--- src/rtl/alu4_slice.sv ---
module alu4_slice #(
  parameter int W = 4
) (
  input  logic [W-1:0] a_in,
  input  logic [W-1:0] b_in,
  input  logic [3:0]   sel,
  input  logic         logic_mode,
  input  logic         carry_in_n,
  output logic [W-1:0] result,
  output logic         carry_out_n,
  output logic         grp_prop,
  output logic         grp_gen,
  output logic         eq_flag
);

  logic [W-1:0] pt, gt, hs, gacc;
  logic [W:0]   cy;

  assign pt = a_in | ({W{sel[0]}} & b_in) | ({W{sel[1]}} & ~b_in);
  assign gt = ({W{sel[2]}} & a_in & ~b_in) | ({W{sel[3]}} & a_in & b_in);
  assign hs = pt ^ gt;
  assign cy[0] = ~carry_in_n;

  for (genvar i = 0; i < W; i++) begin : g_bit
    assign cy[i+1] = gt[i] | (pt[i] & cy[i]);
    if (i == 0) begin : g_first
      assign gacc[i] = gt[i];
    end else begin : g_rest
      assign gacc[i] = gt[i] | (pt[i] & gacc[i-1]);
    end
  end

  assign grp_gen     = gacc[W-1];
  assign grp_prop    = &pt;
  assign result      = logic_mode ? ~hs : (hs ^ cy[W-1:0]);
  assign carry_out_n = ~(grp_gen | (grp_prop & cy[0]));
  assign eq_flag     = &result;

  always_comb begin

    cout_chain_chk: assert (carry_out_n == ~cy[W])
      else $error("group carry disagrees with bit chain");

    if (!logic_mode)
      sum_width_chk: assert ({~carry_out_n, result} ==
                             ({1'b0, pt} + {1'b0, gt} + {{W{1'b0}}, cy[0]}))
        else $error("arithmetic result is not the operand sum");

    if (!logic_mode && sel == 4'd6 && carry_in_n)
      equal_flag_chk: assert (eq_flag == (a_in == b_in))
        else $error("equality flag wrong in subtract");

    if (!logic_mode && sel == 4'd6)
      magnitude_chk: assert (~carry_out_n == (carry_in_n ? (a_in > b_in) : (a_in >= b_in)))
        else $error("carry-out magnitude test wrong");

    if (logic_mode && sel == 4'd11)
      and_func_chk: assert (result == (a_in & b_in))
        else $error("logic AND function wrong");
  end

endmodule

--- config.mk ---
export PLATFORM = sky130hd
export DESIGN_NAME = alu4_slice
export DESIGN_NICKNAME = d
export VERILOG_FILES = /design/src/rtl/alu4_slice.sv
export SDC_FILE = /design/constraint.sdc
export NUM_CORES = 1
export LEC_CHECK = 0
export CAP_MARGIN = 0
export CORE_AREA = 2 2 39 41
export DETAILED_ROUTE_END_ITERATION = 8
export DIE_AREA = 0 0 41 43
export PLACE_DENSITY = 0.69
export SLEW_MARGIN = 10
export SYNTH_ARGS = -nofsm -noshare
export SYNTH_HDL_FRONTEND = slang
export SYNTH_SLANG_ARGS = --single-unit
--- constraint.sdc ---
create_clock -name vclk -period 2.35
set_input_delay 0.705 -clock vclk [all_inputs]
set_output_delay 0.705 -clock vclk [all_outputs]
set_load 0.03 [all_outputs]
After elaboration in Yosys (flattened, before gate mapping)
Cells that the tools add are included.
Word-level totals
  output and inout bits: 8
  input port bits: 14
  register bits: 0
Cells by class
  reduce and logical (&&, ||, !) cells: 2
  bitwise logic cells: 29
  muxes and demuxes: 1
Operators by type and width (count)
  4-bit bitwise AND: 6
  4-bit bitwise OR: 3
  4-bit NOT: 2
  4-bit AND reduction: 2
  4-bit bitwise XOR: 2
  1-bit bitwise AND: 7
  1-bit bitwise OR: 7
  4-bit two-way mux: 1
  1-bit NOT: 2

Logic depth before layout (Yosys ltp)
Gate-level depths: netlist of run 1.
  depth in word-level cells: 12
  gate-level depth with buffers: 6
  mapped depth without buffers: 5

Least setup slack after synthesis of run 1
OpenSTA, ideal clock, no wires.
  path type: input -> output
  start: in b_in[1]
  end: out eq_flag
  setup slack: -460 ps
  path buffers: 0
  cell stages on the path: 5
  data arrival time: 2105 ps
  data required time: 1645 ps
  cell sequence: mux2_4 -> mux2_4 -> o41ai_2 -> o31ai_1 -> a32oi_1
On the way
  word-level cells in the longest chain between the ends: 10
  elaborated cells between the ends (all ways): 17
  those cells by class: mux (1); bitwise (15); reduce/logical (1)
RTL lines
  start, declared: RTL line 5  | input logic [W-1:0] b_in,
  4-bit bitwise AND or 4-bit NOT (tied branches): RTL line 19, 20
  4-bit bitwise OR or 4-bit bitwise AND (tied branches): RTL line 19  | assign pt = a_in | ({W{sel[0]}} & b_in) | ({W{sel[1]}} & ~b_in);
  4-bit bitwise OR: RTL line 19
  1-bit bitwise AND: RTL line 25  | assign cy[i+1] = gt[i] | (pt[i] & cy[i]);
  1-bit bitwise OR: RTL line 25
  1-bit bitwise AND: RTL line 25
  1-bit bitwise OR: RTL line 25
  4-bit bitwise XOR: RTL line 35  | assign result = logic_mode ? ~hs : (hs ^ cy[W-1:0]);
  4-bit two-way mux *: RTL line 35
  4-bit AND reduction *: RTL line 37  | assign eq_flag = &result;
  end, declared: RTL line 13  | output logic eq_flag
Mark *: on every way between the ends. The rest lies on a longest branch, timed or not.

Final worst setup path of run 1
Same ends and word-level chain as after synthesis.

==> metrics.csv, run 1 <==
stage,metric,value,unit
run_status,outcome,"finished, violations left",
run_status,violations,negative setup slack,
power,ir_drop,150,µV
critical_path,critical_path.startpoint_type,primary input,
clock_network,cts-hold-fix-buffers,0,
route,top_layer,met3,
logic_synthesis,synthCells,53,
sta,hold_viol,0,
logic_synthesis,syn_nets,67,
placed_design,dp_worst_setup_slack,-854,ps
floorplanning,dieArea,1760,µm²
sta,drv_slew,0,
worst_hold_path,hold_path_class,primary input to primary output,
final_layout,final_nets,109,
route,ant_nets,0,
route,wl_per_cell,13.1,µm
global_route,antenna_found_initial,0,
sta,worst_slew_pin_slew,386,ps
power,power.share.clock,0,%
sta,setup_viol,8,
final_layout,seq_cell_count,0,
route,drc,0,
final_layout,drive_gt1_share,79.6,%
placed_design,hpwl,1.05,mm
power,intPower,0.162,mW
placed_design,io_buffers,22,
placed_design,gp_congestion,0.741,
floorplanning,ios,22,
power,p_total,0.309,mW
run,cap_violations,0,
critical_path,crit_slowest_cell,mux2i_1,
sta,max-slew-margin-rel,74.3,%
power,combPwrFrac,100.0,%
global_route,grt_max_degree,9,
route,vias,576,
floorplanning,fp.dieW,41,µm
critical_path,critical_path_required,1640,ps
global_route,grt_pass1_vias,603,
worst_hold_path,hold_path_end,result[2],
global_route,overflow,0,
sta,min_period_over_period,119,%
final_layout,seq_area,0,µm²
power,p_switching,0.147,mW
logic_synthesis,synth-seq-area-share,0,%
power,p_sw_share,47.7,%
floorplanning,core_area,1380,µm²
critical_path,setup.worst_path.start,b_in[1],
route,viasPerCell,5.28,
critical_path,crit_path_end_kind,primary output,
power,powerDensity,302,nW/µm²
route,drt_first_iter_violations,3,
route,wl_met3,32,µm
floorplanning,initial_core_util,30.7,%
route,totalWireLength,1.43,mm
sta,rsz0062_at_grt,yes,
final_layout,area_growth,141,%
logic_synthesis,ys_warn_count,0,
floorplanning,fp.dieH,43,µm
final_layout,clkbuf_count,0,
sta,setup_slack,-445,ps
final_layout,fill_cells,111,
power,p_leak,0.437,nW
logic_synthesis,syn-cell-area,425,µm²
critical_path,cp_max_fo,4,
global_route,grt_first_pass_wirelength,2.47,mm
critical_path,critPathMaxStageDelay,270,ps
final_layout,multiInputGateArea,593,µm²
sta,fin_crit,2790,ps
floorplanning,rows,14,
sta,fmax,358,MHz
final_layout,finalCoreUtilization,74.0,%
logic_synthesis,synth.avg_cell_area,8.03,µm²
route,dr_wl_met2,823,µm
critical_path,arrival,2090,ps
critical_path,critPathKind,primary input to primary output,
logic_synthesis,synth_cell_types,29,
worst_hold_path,hold_start,sel[0],
critical_path,crit_chain,"buf_6, buf_4, mux2i_1, and2b_2, a31oi_4, mux2i_1, a32oi_2, buf_6",
power,seqPwrFrac,0,%
route,drt-met1-wl,574,µm
worst_hold_path,hold-path-cell-count,5,
route,first_pass_iters,3,
global_route,gr-usage-all-layers,18.8,%
final_layout,diodes,0,
[worst max path at each step]
| stage | endpoint |
|---|---|
| finish | eq_flag |
| global route | eq_flag |
| CTS | eq_flag |
| detailed placement | carry_out_n |
| global placement | eq_flag |
| floorplan | eq_flag |
[critical path, delay by kind of cell]
kind | cells | cell delay [ps]
buf+inv | 3 | 370
simple gates | 1 | 250
mux | 2 | 400
compound gates | 2 | 360
[Yosys cell counts (all sizes together)]
master	number	area, µm²
xor2	1	8.76
o41ai	1	16.3
a211oi	2	20.0
inv	1	3.75
a32oi	1	8.76
or3	1	6.26
o31ai	1	7.51
o221a	1	11.3
nor2b	4	25.0
and2b	1	7.51
o21bai	1	18.8
o21ai	2	10.0
nand3	1	5.00
nor2	7	26.3
mux2	5	71.3
buf	1	5.00
clkbuf	1	3.75
a31oi	1	21.3
o211ai	2	15.0
a21oi	1	5.00
and2	2	13.8
nand2	3	11.3
nor4	3	18.8
xnor2	3	26.3
mux2i	5	50.1
a211o	1	8.76
[area by class of cell]
cell class | instances | share of cell area (%)
multi-input cells | 50 | 57.9
repair buffers | 42 | 39.7
well taps | 16 | 1.96
inverters | 1 | 0.367
[power by group through the flow]
stage               registers [mW]  clock network, mW  logic [mW]
floorplan                        0                  0       0.142
global placement                 0                  0       0.240
detailed placement               0                  0       0.243
CTS                              0                  0       0.296
global route                     0                  0       0.329
finish                           0                  0       0.309
[placed cells by master (no fill, tap or decap), drive strengths merged, types with 3 or more instances in the layout]
cell type    instances
buf                 34
dlygate4sd2          5
mux2                 5
mux2i                5
nand2                3
nor2                 7
nor2b                4
nor4                 3
xnor2                3
[repair_timing]
| action | CTS | global route |
|---|---|---|
| pin swaps | 13 | 6 |
| resized for setup | 81 | 11 |
| setup buffers | 4 | 2 |
| setup endpoints to repair | 8 | 8 |
| hold endpoints to repair | 0 | 0 |
[stage by stage]
stage	TNS, ps	hold slack (ps)	cell area, µm²	std cells
finish	-2580	2010	1020	109
detailed placement	-6060	2320	818	106
CTS	-2530	2010	992	109
floorplan	-863	1630	479	53
global route	-2940	2060	1020	109
global placement	-5890	2310	818	106
[logic make-up (layout without fill, tap and decap cells)]
kind of cell              after synthesis  in the layout  synth area share [%]
buffers and inverters                   3             43                  2.94
xor gates and xnor gates                4              4                  8.24
and+or+nand+nor                        22             22                  26.8
muxes                                  10             10                  28.5
AOI/OAI and AO/OA                      14             14                  33.5
[routing by layer]
layer / GRT usage, % / vias up
met5: 0 / -
met1: 22.0 / 279
met3: 0 / 0
met4: 0 / 0
met2: 37.2 / 14
li1: - / 283
Note: power is estimated with default switching activity, not from simulation.
==> run 2, diff against run 1 <==
Settings changed: RECOVER_POWER set to 50.
==> results of run 2 <==
The final DEF is identical to that of run 1; final timing and power are the same.
